--- src/rtl/pwm_dual_slope_pkg.sv ---
package pwm_dual_slope_pkg;

  typedef enum logic [1:0] {
    OUT_OFF    = 2'd0,
    OUT_TOGGLE = 2'd1,
    OUT_NONINV = 2'd2,
    OUT_INV    = 2'd3
  } out_mode_e;

  localparam int unsigned PRESC_W = 10;

  // log2 of the divide ratio, -1 for stopped selections
  function automatic int presc_log2(input logic [2:0] sel);
    case (sel)
      3'd1:    return 0;
      3'd2:    return 3;
      3'd3:    return 6;
      3'd4:    return 8;
      3'd5:    return 10;
      default: return -1;
    endcase
  endfunction

endpackage

--- src/rtl/pwm_prescaler.sv ---
module pwm_prescaler
  import pwm_dual_slope_pkg::*;
#(
  parameter int unsigned DIV_W = PRESC_W
) (
  input  logic       clk_i,
  input  logic       rst_ni,
  input  logic [2:0] sel_i,
  output logic       tick_o
);

  logic [DIV_W-1:0] div_q;
  logic [DIV_W-1:0] mask;
  logic             sel_valid;
  int               lg;

  always_comb begin
    lg        = presc_log2(sel_i);
    sel_valid = (lg >= 0);
    mask      = '0;
    if (sel_valid) mask = (DIV_W'(1) << lg) - DIV_W'(1);
  end

  always_ff @(posedge clk_i or negedge rst_ni) begin
    if (!rst_ni)        div_q <= '0;
    else if (sel_valid) div_q <= div_q + DIV_W'(1);
    else                div_q <= '0;
  end

  // ratios are powers of two: tick when all low bits are set
  assign tick_o = sel_valid && ((div_q & mask) == mask);

endmodule

--- src/rtl/pwm_reg_bank.sv ---
module pwm_reg_bank #(
  parameter int unsigned W = 16
) (
  input  logic         clk_i,
  input  logic         rst_ni,
  input  logic         cmp_wr_i,
  input  logic [W-1:0] cmp_data_i,
  input  logic         top_wr_i,
  input  logic [W-1:0] top_data_i,
  input  logic         top_src_i,
  input  logic         reload_i,
  output logic [W-1:0] cmp_act_o,
  output logic [W-1:0] top_eff_o
);

  logic [W-1:0] cmp_buf_q, cmp_act_q, top_fix_q;

  always_ff @(posedge clk_i or negedge rst_ni) begin
    if (!rst_ni) begin
      cmp_buf_q <= '0;
      cmp_act_q <= '0;
      top_fix_q <= '0;
    end else begin
      if (cmp_wr_i) cmp_buf_q <= cmp_data_i;
      if (top_wr_i) top_fix_q <= top_data_i;
      if (reload_i) cmp_act_q <= cmp_buf_q;
    end
  end

  // forward the buffer on the reload tick so the new TOP governs the leaving step
  always_comb begin
    if (!top_src_i)    top_eff_o = top_fix_q;
    else if (reload_i) top_eff_o = cmp_buf_q;
    else               top_eff_o = cmp_act_q;
  end

  assign cmp_act_o = cmp_act_q;

endmodule

--- src/rtl/pwm_updown_counter.sv ---
module pwm_updown_counter #(
  parameter int unsigned W = 16
) (
  input  logic         clk_i,
  input  logic         rst_ni,
  input  logic         tick_i,
  input  logic [W-1:0] top_i,
  output logic [W-1:0] cnt_o,
  output logic         dir_up_o,
  output logic         at_bottom_o
);

  logic [W-1:0] cnt_q, cnt_d;
  logic         up_q, up_d;

  assign at_bottom_o = (cnt_q == '0);

  always_comb begin
    cnt_d = cnt_q;
    up_d  = up_q;
    if (up_q) begin
      if (cnt_q >= top_i) begin
        up_d  = 1'b0;
        cnt_d = at_bottom_o ? cnt_q : cnt_q - W'(1);
      end else begin
        cnt_d = cnt_q + W'(1);
      end
    end else if (at_bottom_o) begin
      if (top_i != '0) begin
        up_d  = 1'b1;
        cnt_d = W'(1);
      end
    end else begin
      cnt_d = cnt_q - W'(1);
    end
  end

  always_ff @(posedge clk_i or negedge rst_ni) begin
    if (!rst_ni) begin
      cnt_q <= '0;
      up_q  <= 1'b0;
    end else if (tick_i) begin
      cnt_q <= cnt_d;
      up_q  <= up_d;
    end
  end

  assign cnt_o    = cnt_q;
  assign dir_up_o = up_q;

endmodule

--- src/rtl/pwm_out_unit.sv ---
module pwm_out_unit
  import pwm_dual_slope_pkg::*;
#(
  parameter int unsigned W = 16
) (
  input  logic         clk_i,
  input  logic         rst_ni,
  input  logic         tick_i,
  input  logic [W-1:0] cnt_i,
  input  logic [W-1:0] cmp_i,
  input  logic         dir_up_i,
  input  logic [1:0]   mode_i,
  input  logic         top_src_i,
  input  logic         pin_dir_i,
  input  logic         flag_clr_i,
  output logic         pin_o,
  output logic         flag_o
);

  out_mode_e mode;
  logic      hit, connected;
  logic      oc_q, flag_q;

  assign mode = out_mode_e'(mode_i);
  assign hit  = tick_i && (cnt_i == cmp_i);

  always_comb begin
    case (mode)
      OUT_NONINV, OUT_INV: connected = 1'b1;
      OUT_TOGGLE:          connected = top_src_i;
      default:             connected = 1'b0;
    endcase
  end

  always_ff @(posedge clk_i or negedge rst_ni) begin
    if (!rst_ni) begin
      oc_q <= 1'b0;
    end else if (hit && connected) begin
      case (mode)
        OUT_TOGGLE: oc_q <= ~oc_q;
        OUT_NONINV: oc_q <= dir_up_i;
        OUT_INV:    oc_q <= ~dir_up_i;
        default:    oc_q <= oc_q;
      endcase
    end
  end

  always_ff @(posedge clk_i or negedge rst_ni) begin
    if (!rst_ni)         flag_q <= 1'b0;
    else if (hit)        flag_q <= 1'b1;
    else if (flag_clr_i) flag_q <= 1'b0;
  end

  assign pin_o  = pin_dir_i && connected && oc_q;
  assign flag_o = flag_q;

endmodule

--- src/rtl/pwm_dual_slope_timer.sv ---
module pwm_dual_slope_timer
  import pwm_dual_slope_pkg::*;
#(
  parameter int unsigned W       = 16,
  parameter int unsigned DIV_W   = PRESC_W
) (
  input  logic         clk_i,
  input  logic         rst_ni,
  input  logic [2:0]   presc_sel_i,
  input  logic         top_src_i,
  input  logic [1:0]   out_mode_i,
  input  logic         pin_dir_i,
  input  logic         cmp_wr_i,
  input  logic [W-1:0] cmp_data_i,
  input  logic         top_wr_i,
  input  logic [W-1:0] top_data_i,
  input  logic         flag_clr_i,
  output logic         pin_o,
  output logic         match_flag_o,
  output logic [W-1:0] count_o
);

  logic         tick, reload, at_bottom, dir_up;
  logic [W-1:0] cnt, cmp_act, top_eff;

  assign reload = tick && at_bottom;

  pwm_prescaler #(.DIV_W(DIV_W)) u_presc (
    .clk_i  (clk_i),
    .rst_ni (rst_ni),
    .sel_i  (presc_sel_i),
    .tick_o (tick)
  );

  pwm_reg_bank #(.W(W)) u_regs (
    .clk_i      (clk_i),
    .rst_ni     (rst_ni),
    .cmp_wr_i   (cmp_wr_i),
    .cmp_data_i (cmp_data_i),
    .top_wr_i   (top_wr_i),
    .top_data_i (top_data_i),
    .top_src_i  (top_src_i),
    .reload_i   (reload),
    .cmp_act_o  (cmp_act),
    .top_eff_o  (top_eff)
  );

  pwm_updown_counter #(.W(W)) u_cnt (
    .clk_i       (clk_i),
    .rst_ni      (rst_ni),
    .tick_i      (tick),
    .top_i       (top_eff),
    .cnt_o       (cnt),
    .dir_up_o    (dir_up),
    .at_bottom_o (at_bottom)
  );

  pwm_out_unit #(.W(W)) u_out (
    .clk_i      (clk_i),
    .rst_ni     (rst_ni),
    .tick_i     (tick),
    .cnt_i      (cnt),
    .cmp_i      (cmp_act),
    .dir_up_i   (dir_up),
    .mode_i     (out_mode_i),
    .top_src_i  (top_src_i),
    .pin_dir_i  (pin_dir_i),
    .flag_clr_i (flag_clr_i),
    .pin_o      (pin_o),
    .flag_o     (match_flag_o)
  );

  assign count_o = cnt;

endmodule

--- config.mk ---
export PLATFORM = sky130hd
export DESIGN_NAME = pwm_dual_slope_timer
export DESIGN_NICKNAME = d
export VERILOG_FILES = /design/src/rtl/pwm_dual_slope_pkg.sv /design/src/rtl/pwm_prescaler.sv /design/src/rtl/pwm_reg_bank.sv /design/src/rtl/pwm_updown_counter.sv /design/src/rtl/pwm_out_unit.sv /design/src/rtl/pwm_dual_slope_timer.sv
export SDC_FILE = /design/constraint.sdc
export NUM_CORES = 1
export LEC_CHECK = 0
export BUFFER_PORTS_ARGS = -buffer_cell sky130_fd_sc_hd__buf_4
export CORE_UTILIZATION = 55
export DETAILED_ROUTE_END_ITERATION = 10
export MAX_ROUTING_LAYER = met4
export PLACE_DENSITY = 0.85
export SYNTH_ARGS = -nofsm -noshare
export SYNTH_HDL_FRONTEND = slang
export SYNTH_SLANG_ARGS = --single-unit
--- constraint.sdc ---
create_clock -name clk_i -period 6.1 [get_ports clk_i]
set_clock_uncertainty 0.1 [all_clocks]
set_input_delay 1.22 -clock clk_i [delete_from_list [all_inputs] [get_ports clk_i]]
set_output_delay 1.22 -clock clk_i [all_outputs]
set_load 0.05 [all_outputs]
==> metrics.yaml, run 1 <==
critical_path:
  critical_path_required_ns: 6.23
  slowest_stage: "or4b_1"
  cp-start-kind: "input pin"
  path_buf_inv: 1
  cp.arrival_ns: 5.69
  critPathMaxFanout: 9
  slowest_delay_ns: 0.60
  critical_path_class: "input pin to flip-flop"
  cp-end-kind: "flip-flop"
  path_delay_family: "compound AO/OA/AOI/OAI gates"
  crit_chain: "buf_4 > nor2_1 > nand2_1 > ha_1 > nor4bb_1 > a21oi_1 > o221ai_2 > o31ai_1 > o311a_1 > nor2_1 > ha_1 > nand2b_1 > a21o_1 > a21o_1 > a311oi_2 > o211ai_1 > or4b_1 > o22a_1 > a2111oi_0 > nor3b_1"
cts:
  clk_pin_slew_worst_paths_ns: 0.10
  insertion_delay_ns: 0.36
  post-cts-setup-buffer-count: 0
  holdBufCountCts: 0
  numCtsBuffers: 9
  cts_tree: "done"
  cts_buffer_depth: 2
  postCtsResizedCells: 0
  cts-root-buf: "clkbuf_8"
  clock_sinks: 77
  htreeDepth: 3
global_routing:
  grt_first_pass_wirelength_um: 20700
  antenna_found_initial: 0
  grt_max_degree: 78
  overflow: 0
  gr-usage-all-layers_pct: 30.8
  grt_pass1_vias: 4117
placement:
  port_buffers: 61
  dpl.cell_count: 660
  hpwl_um: 9480
  dpl_cell_area_um2: 5380
  gp_congestion: 0.957
cells_and_area:
  register_area_um2: 1930
  layout.nets: 630
  antenna_cells: 0
  finalInstanceArea_um2: 5600
  n_fill_cell: 668
  multi_input_area_um2: 2710
  syn_to_final_growth_pct: 15.1
  final_layout_size_suffix_gt1_share_pct: 25.9
  fin_cells: 676
detailed_routing:
  vias_per_cell: 6.42
  firstDrtPassIters: 5
  drc: 0
  ant_nets: 0
  wl_per_cell_um: 19.1
  routed_wl_um: 12900
  first_iter_violations: 284
  via_count: 4340
synth:
  yosys-top-cells-count: "dfrtp_1 (77), nor2_1 (47), nand2_1 (40)"
  synth.area.top_cells: "dfrtp_1 (40%), mux2_2 (7.2%), ha_1 (5.1%)"
  synth.top_cell.area_share_pct: 39.6
  synth_nets: 580
  yosysSeqAreaShare_pct: 39.6
  yosys.area.top_type: "dfrtp_1"
  synth_edf_count: 0
  synth_cell_types: 64
  syn_area_per_cell_um2: 9.43
  synthArstFlopShare_pct: 100
  ys_warn_count: 0
  synthesis.area_um2: 4860
  ys_ff_latch: 77
  synth.most_common_cell: "dfrtp_1"
  ys.flop_type: "dfrtp_1"
  syn-instance-count: 516
power_and_ir_drop:
  internal_power_w: 0.000881
  p_sw_w: 0.000461
  leakagePower_nw: 2.43
  total_power_w: 0.00134
  pwr_density_cell_nw_per_um2: 240
  sequentialPowerShare_pct: 44.8
  p_clk_share_pct: 31.2
  irDropWorstVdd_mv: 0.149
  p_comb_share_pct: 24.0
  switching_share_pct: 34.4
timing:
  fmax_mhz: 180
  holdWs_ns: 0.418
  hold_viol: 0
  post-route-min-period_ns: 5.55
  finalSetupTns_ns: 0
  slew_violations: 0
  setup_viol: 0
  timing.slew.headroom_pct: 34.6
  rsz0062_at_grt: "no"
  period_share_pct: 91.0
  worst_pin_slew_ns: 0.981
min_path:
  hold_class: "flip-flop to flip-flop"
floorplanning:
  start_util_pct: 58.0
  top_level_ports: 62
  die_area_um2: 9220
  die_h_um: 96.0
  rows: 33
  fp.coreArea_um2: 8380
  dieWidth_um: 96.0
run_status:
  status: "finished clean"
run:
  maxCapViolCount: 0
==> path summary, 6_finish.rpt <==
| path | start | endpoint | slack (ns) | cells after the start |
|---|---|---|---|---|
| max in group asynchronous | rst_ni | u_regs.cmp_act_o[10] | 4.35 | 1 |
| worst min register to register | u_regs.top_fix_q[13] | u_regs.top_fix_q[13] | 0.42 | 1 |
| worst min-delay path | u_regs.top_fix_q[13] | u_regs.top_fix_q[13] | 0.42 | 1 |
| min in group asynchronous | rst_ni | u_cnt.cnt_o[8] | 0.89 | 1 |
| worst max-delay path | presc_sel_i[1] | u_cnt.cnt_o[15] | 0.55 | 20 |
| worst max register to register | u_cnt.cnt_o[0] | u_cnt.cnt_o[15] | 1.12 | 17 |
==> per-stage QoR <==
stage / utilization [%] / setup slack, ns
6_report: 66.8 / 0.546
5_1_grt: 66.8 / 0.232
4_1_cts: 66.8 / 0.586
3_5_place_dp: 64.2 / 0.265
3_3_place_gp: 64.2 / 0.487
2_1_floorplan: - / 0.384
==> final cells by class <==
type,count,area share [%]
flip-flops and latches,77,34.4
clock inverters,7,1.65
clock buffers,9,2.21
multi-input cells,387,48.4
repair buffers,73,9.79
well taps,105,2.35
inverters,18,1.21
==> cell usage in the layout, fill, tap and decap left out, drive strengths merged, types with 5 or more instances in the layout <==
master and n:
nand2 40, a21oi 22, nor3 15, nor2 47, inv 21, o21ai 29
nor4 6, mux2 32, nand4 29, xor2 5, a21o 7, o31ai 20
nand3 12, xnor2 17, or3 7, clkbuf 9, a31o 16, buf 73
ha 20, dfrtp 77
==> sequential cells by signal, indices dropped and copies added, names as in the netlist <==
register,flops
u_regs.top_fix_q,16
u_cnt.dir_up_o,1
u_regs.cmp_act_o,16
u_out.flag_o,1
u_presc.div_q,10
u_out.oc_q,1
u_regs.cmp_buf_q,16
u_cnt.cnt_o,16
==> power groups by stage <==
stage / registers (W) / clock network (W) / logic (W)
after floorplan: 0.000613 / 0 / 0.000204
after global placement: 0.000607 / 0 / 0.000310
after detailed placement: 0.000611 / 0 / 0.000318
after CTS: 0.000600 / 0.000429 / 0.000320
after global routing: 0.000606 / 0.000447 / 0.000349
final: 0.000601 / 0.000419 / 0.000322
==> metal layers <==
| metal | up-vias | global-route usage (%) | part of all wire [%] | wire length [µm] |
|---|---|---|---|---|
| li1 | 2024 | - | - | - |
| met2 | 191 | 49.2 | 48 | 6230 |
| met4 | 0 | 10.6 | 2.2 | 280 |
| met1 | 2101 | 38.8 | 43 | 5570 |
| met3 | 24 | 6.40 | 6.3 | 808 |
| met5 | - | - | 0 | 0 |
==> cell families (layout without fill, tap and decap cells) <==
| logic type | Yosys count | count (layout) | synth area share [%] |
|---|---|---|---|
| other | 1 | 1 | 0.0771 |
| adders and majority gates | 20 | 20 | 5.15 |
| AOI/OAI and AO/OA | 135 | 135 | 20.2 |
| buffers and inverters | 52 | 107 | 4.71 |
| DFF | 77 | 77 | 39.6 |
| and+or+nand+nor | 177 | 177 | 18.8 |
| muxes | 32 | 32 | 7.49 |
| xor gates and xnor gates | 22 | 22 | 3.96 |
==> worst reg2reg max path, cell delays in order, from the launching register on <==
cell and delay (ns):
dfrtp_1 0.52, inv_1 0.20, ha_1 0.23, nand4_2 0.17, or2_4 0.39, o31ai_1 0.30, o311a_1 0.25, nor2_1 0.06
ha_1 0.26, nand2b_1 0.14, a21o_1 0.17, a21o_1 0.19, a311oi_2 0.39, o211ai_1 0.19, or4b_1 0.60, o22a_1 0.21
a2111oi_0 0.41, nor3b_1 0.10
(Power assumes the default switching activity.)
==> run 2: changes to the inputs <==
Settings changed: CORE_MARGIN set to 5.
==> metrics.yaml, run 2 (synthesis results as in run 1) <==
cts:
  cts_buffer_depth: 2  # unchanged
  postCtsResizedCells: 0  # unchanged
  cts_tree: "done"
  insertion_delay_ns: 0.37  # about the same
  clock_sinks: 77  # unchanged
  cts-root-buf: "clkbuf_8"
  post-cts-setup-buffer-count: 0  # unchanged
  numCtsBuffers: 9  # unchanged
  htreeDepth: 3  # unchanged
  clk_pin_slew_worst_paths_ns: 0.09  # about the same
  holdBufCountCts: 0  # unchanged
timing:
  postLayoutSetupSlackWorst_ns: 0.492  # -0.0545 ns
  worst_pin_slew_ns: 0.985  # +0.00394 ns
  rsz0062_at_grt: "no"
  hold_viol: 0  # unchanged
  setup_viol: 0  # unchanged
  finalSetupTns_ns: 0  # unchanged
  period_share_pct: 91.9  # +0.89 points
  post-route-min-period_ns: 5.61  # +0.0545 ns
  slew_violations: 0  # unchanged
  timing.slew.headroom_pct: 34.4  # -0.26 points
  fmax_mhz: 178  # -0.97%
cells_and_area:
  syn_to_final_growth_pct: 14.8
  layout.nets: 629  # -0.16%
  most-common-layout-cells: "dfrtp_1 (77), buf_4 (72), nor2_1 (47)"
  final_layout_size_suffix_gt1_share_pct: 25.8  # -0.13 points
  antenna_cells: 0  # unchanged
  final_common_cell: "dfrtp_1"
placement:
  gp_congestion: 0.979  # +2.3%
  post-place-ws_ns: 0.157  # -0.108 ns
  port_buffers: 61  # unchanged
  hpwl_um: 9450  # -0.31%
detailed_routing:
  via_count: 4475  # +3.1%
  routed_wl_um: 13200  # +2.4%
  drc: 0  # unchanged
  wl_per_cell_um: 19.5  # +2.1%
  ant_nets: 0  # unchanged
  firstDrtPassIters: 7  # +2
  first_iter_violations: 341  # +20%
  vias_per_cell: 6.60  # +2.8%
critical_path:
  critical_path_class: "input pin to flip-flop"
  crit_path_start: "presc_sel_i[1]"
  cp.arrival_ns: 5.74  # +0.05 ns
  r2r_cells: 17  # unchanged
  r2r_slack_ns: 1.09  # -0.03 ns
  critPathMaxFanout: 9  # unchanged
  critical_path_required_ns: 6.23  # about the same
  cp-end-kind: "flip-flop"
  crit_end: "u_cnt.cnt_o[15]"
  rr_endpoint: "u_cnt.cnt_o[15]"
  cp-start-kind: "input pin"
  r2r_start: "u_cnt.cnt_o[0]"
floorplanning:
  die_area_um2: 10800  # +17%
  die_h_um: 104  # +8.3%
  start_util_pct: 56.0  # -2.0 points
  fp.coreArea_um2: 8680  # +3.5%
  rows: 34  # +3.0%
  top_level_ports: 62  # unchanged
  dieWidth_um: 104  # +8.3%
global_routing:
  grt_pass1_vias: 4458  # +8.3%
  overflow: 0  # unchanged
  antenna_found_initial: 0  # unchanged
  gr-usage-all-layers_pct: 24.9  # -5.9 points
  grt_max_degree: 78  # unchanged
  grt_first_pass_wirelength_um: 21800  # +5.2%
power_and_ir_drop:
  irDropWorstVdd_mv: 0.189  # +27%
  p_sw_w: 0.000457  # -0.84%
  sequentialPowerShare_pct: 45.2  # +0.4 points
  leakagePower_nw: 2.43  # -0.23%
  p_clk_share_pct: 30.9  # -0.3 points
  internal_power_w: 0.000877  # -0.43%
  switching_share_pct: 34.3  # -0.093 points
  p_comb_share_pct: 23.9  # about the same
  pwr_density_cell_nw_per_um2: 239  # -0.28%
run_status:
  status: "finished clean"
min_path:
  hold_class: "flip-flop to flip-flop"
  min-delay-start: "u_regs.top_fix_q[5]"
run:
  maxCapViolCount: 0  # unchanged
## run 2: changes by cell type in the layout (fill, tap and decap cells not counted), sizes merged
cell | previous run | this run
buf | 73 | 72
clkinvlp | 2 | 1
inv | 21 | 22
## run 2: area by class of cell
class	count	area [µm²]
Clock buffer	9	124
Clock inverter	7	80.1
Fill cell	684	3100
Inverter	18	67.6
Multi-Input combinational cell	387	2710
Sequential cell	77	1930
Tap cell	108	135
Timing Repair Buffer	72	541
## run 2: routing by layer
metal | GRT usage, % | routed length (µm)
met2 | 38.8 | 6340
met1 | 31.8 | 5440
met5 | - | 0
met4 | 10.3 | 295
met3 | 4.90 | 1120
## run 2: per-stage QoR
stage / power (W) / cell area [µm²] / utilization, % / instances / hold WS, ns
6_report: 0.00133 / 5580 / 64.3 / 678 / 0.418
2_1_floorplan: 0.000817 / 4860 / - / 516 / 0.380
5_1_grt: 0.00140 / 5580 / 64.3 / 678 / 0.440
4_1_cts: 0.00134 / 5580 / 64.3 / 678 / 0.422
3_3_place_gp: 0.000915 / 5380 / 62.0 / 662 / 0.393
3_5_place_dp: 0.000926 / 5380 / 62.0 / 662 / 0.396
## run 2: power by group through the flow
stage	combinational [W]	clock, W	sequential, W
after floorplan	0.000204	0	0.000613
final	0.000320	0.000412	0.000603
after detailed placement	0.000314	0	0.000611
after global placement	0.000307	0	0.000608
after CTS	0.000318	0.000417	0.000602
after global routing	0.000353	0.000437	0.000608
## run 2: how the worst min path moves through the flow
stage                                      end  slack [ns]  cells past startpoint
after global placement     u_regs.cmp_buf_q[6]        0.39                      1
final                      u_regs.top_fix_q[5]        0.42                      1
after CTS                 u_regs.top_fix_q[10]        0.42                      1
after global routing       u_regs.top_fix_q[6]        0.44                      1
after detailed placement   u_regs.cmp_buf_q[6]        0.40                      1
after floorplan               u_presc.div_q[0]        0.38                      1
## run 2: critical path, cell delays in order
cell,delay (ns)
buf_4,0.14
nor2_1,0.18
nand2_1,0.09
ha_1,0.23
nor4bb_1,0.33
a21oi_1,0.12
o221ai_2,0.38
o31ai_1,0.17
o311a_1,0.17
nor2_1,0.11
ha_1,0.23
nand2b_1,0.14
a21o_1,0.17
a21o_1,0.18
a311oi_2,0.39
o211ai_1,0.18
or4b_1,0.59
o22a_1,0.21
a2111oi_0,0.43
nor3b_1,0.09
==> run 3: changes to the inputs <==
Settings changed: BUFFER_PORTS_ARGS -buffer_cell sky130_fd_sc_hd__buf_4 to -buffer_cell sky130_fd_sc_hd__buf_2.
==> metrics.yaml, run 3 (synthesis results as in run 1) <==
run_status:
  status: "finished clean"
run:
  maxCapViolCount: 0  # unchanged
placement:
  hpwl_um: 9250  # -2.1%
  dpl_cell_area_um2: 5240  # -2.7%
  gp_congestion: 1.02  # +4.3%
  port_buffers: 61  # unchanged
timing:
  hold_viol: 0  # unchanged
  period_share_pct: 91.2  # -0.71 points
  finalSetupTns_ns: 0  # unchanged
  fmax_mhz: 180  # +0.78%
  worst_pin_slew_ns: 0.958  # -0.0268 ns
  slew_violations: 0  # unchanged
  setup_viol: 0  # unchanged
  post-route-min-period_ns: 5.56  # -0.0435 ns
  rsz0062_at_grt: "no"
  timing.slew.headroom_pct: 36.1  # +1.8 points
cells_and_area:
  final_common_cell: "dfrtp_1"
  most-common-layout-cells: "dfrtp_1 (77), buf_2 (60), nor2_1 (47)"
  layout.nets: 630  # +0.16%
  syn_to_final_growth_pct: 12.3
  antenna_cells: 0  # unchanged
  final_layout_size_suffix_gt1_share_pct: 25.9  # +0.13 points
  finalInstanceArea_um2: 5460  # -2.1%
  n_fill_cell: 735  # +7.5%
detailed_routing:
  ant_nets: 0  # unchanged
  wl_per_cell_um: 18.8  # -3.6%
  drc: 0  # unchanged
  first_iter_violations: 273  # -20%
  routed_wl_um: 12700  # -3.5%
  via_count: 4362  # -2.5%
  firstDrtPassIters: 5  # -2
  vias_per_cell: 6.42  # -2.7%
power_and_ir_drop:
  sequentialPowerShare_pct: 44.2  # -1.0 points
  internal_power_w: 0.000906  # +3.2%
  p_clk_share_pct: 33.2  # +2.3 points
  switching_share_pct: 33.3  # -0.96 points
  p_sw_w: 0.000452  # -1.1%
  p_comb_share_pct: 22.6  # -1.3 points
  pwr_density_cell_nw_per_um2: 249  # +3.9%
  leakagePower_nw: 2.40  # -0.93%
  irDropWorstVdd_mv: 0.186  # -1.5%
floorplanning:
  dieWidth_um: 104  # unchanged
  rows: 34  # unchanged
  die_area_um2: 10800  # unchanged
  top_level_ports: 62  # unchanged
  die_h_um: 104  # unchanged
  fp.coreArea_um2: 8680  # unchanged
  start_util_pct: 56.0  # unchanged
critical_path:
  crit_top_cell: "nor2_1"
  cp-start-kind: "input pin"
  slowest_stage: "or4b_1"
  critical_path_class: "input pin to flip-flop"
  slowest_delay_ns: 0.59  # about the same
  critPathMaxFanout: 10  # +1
  r2r_slack_ns: 0.99  # -0.10 ns
  critical_path_required_ns: 6.23  # about the same
  crit_chain: "buf_2 > nor2_1 > nand2_1 > ha_1 > nor2_1 > nor3_1 > and3_1 > nand2_1 > o311a_1 > nor2_1 > ha_1 > nand2b_1 > a21o_1 > a21o_1 > a311oi_2 > o211ai_1 > or4b_1 > o22a_1 > a2111oi_0 > nor3b_1"
  cp.arrival_ns: 5.70  # -0.04 ns
  cp-end-kind: "flip-flop"
global_routing:
  grt_pass1_vias: 4239  # -4.9%
  grt_first_pass_wirelength_um: 21200  # -2.9%
  grt_max_degree: 78  # unchanged
  overflow: 0  # unchanged
  antenna_found_initial: 0  # unchanged
  gr-usage-all-layers_pct: 24.2  # -0.66 points
cts:
  htreeDepth: 3  # unchanged
  clock_sinks: 77  # unchanged
  cts_tree: "done"
  cts_buffer_depth: 2  # unchanged
  post-cts-setup-buffer-count: 0  # unchanged
  cts-root-buf: "clkbuf_8"
  postCtsResizedCells: 0  # unchanged
  insertion_delay_ns: 0.37  # about the same
  holdBufCountCts: 0  # unchanged
  numCtsBuffers: 9  # unchanged
  clk_pin_slew_worst_paths_ns: 0.08  # about the same
min_path:
  hold_class: "flip-flop to flip-flop"
## run 3: cell types whose count changed in the layout (fill, tap and decap cells not counted)
cell / previous run / this run
buf_2: 0 / 60
buf_4: 72 / 13
bufinv_16: 1 / 2
clkinv_2: 1 / 0
clkinv_4: 0 / 1
inv_6: 3 / 2
## run 3: worst paths after layout
kind,start,endpoint,cells past startpoint
min in group asynchronous,rst_ni,u_cnt.cnt_o[7],1
worst max register to register,u_cnt.cnt_o[0],u_cnt.cnt_o[15],17
max in group asynchronous,rst_ni,u_regs.cmp_buf_q[6],1
worst min register to register,u_regs.cmp_buf_q[6],u_regs.cmp_buf_q[6],1
worst min-delay path,u_regs.cmp_buf_q[6],u_regs.cmp_buf_q[6],1
worst max-delay path,presc_sel_i[2],u_cnt.cnt_o[15],20
## run 3: worst max-delay path, delay by kind of cell
family / cells / cell delay, ns
adder cells (fa/ha/maj): 2 / 0.50
buffers and inverters: 1 / 0.16
AND/OR/NAND/NOR: 10 / 1.91
AO/OA/AOI/OAI: 7 / 1.88
## run 3: per-layer routing
metal / share of wire, % / routed length, µm / GRT usage (%)
met1: 43 / 5440 / 32.0
met4: 2.5 / 321 / 8.88
met3: 7.8 / 996 / 4.35
met2: 47 / 5970 / 37.5
met5: 0 / 0 / -
## run 3: power by group through the flow
stage,clock network [W],logic [W],registers [W]
after floorplan,0,0.000204,0.000613
after global placement,0,0.000295,0.000607
after detailed placement,0,0.000302,0.000609
after CTS,0.000461,0.000305,0.000598
after global routing,0.000486,0.000338,0.000607
final,0.000451,0.000307,0.000600
## run 3: final cells by class
class                   instances  area, µm²  area share (%)
inverters                      18       67.6            1.24
multi-input cells             387       2710            49.6
repair buffers                 73        398            7.28
flip-flops and latches         77       1930            35.3
clock buffers                   9        124            2.27
well taps                     108        135            2.47
clock inverters                 7        105            1.92
## run 3: stage by stage
step                util (%)  power (W)  setup WS [ns]  hold WS (ns)  cells
detailed placement      60.3   0.000911          0.287         0.397    663
global placement        60.3   0.000902          0.464         0.390    663
floorplan                  -   0.000817          0.384         0.380    516
global route            63.0    0.00143          0.292         0.433    679
finish                  63.0    0.00136          0.535         0.415    679
CTS                     63.0    0.00136          0.644         0.416    679
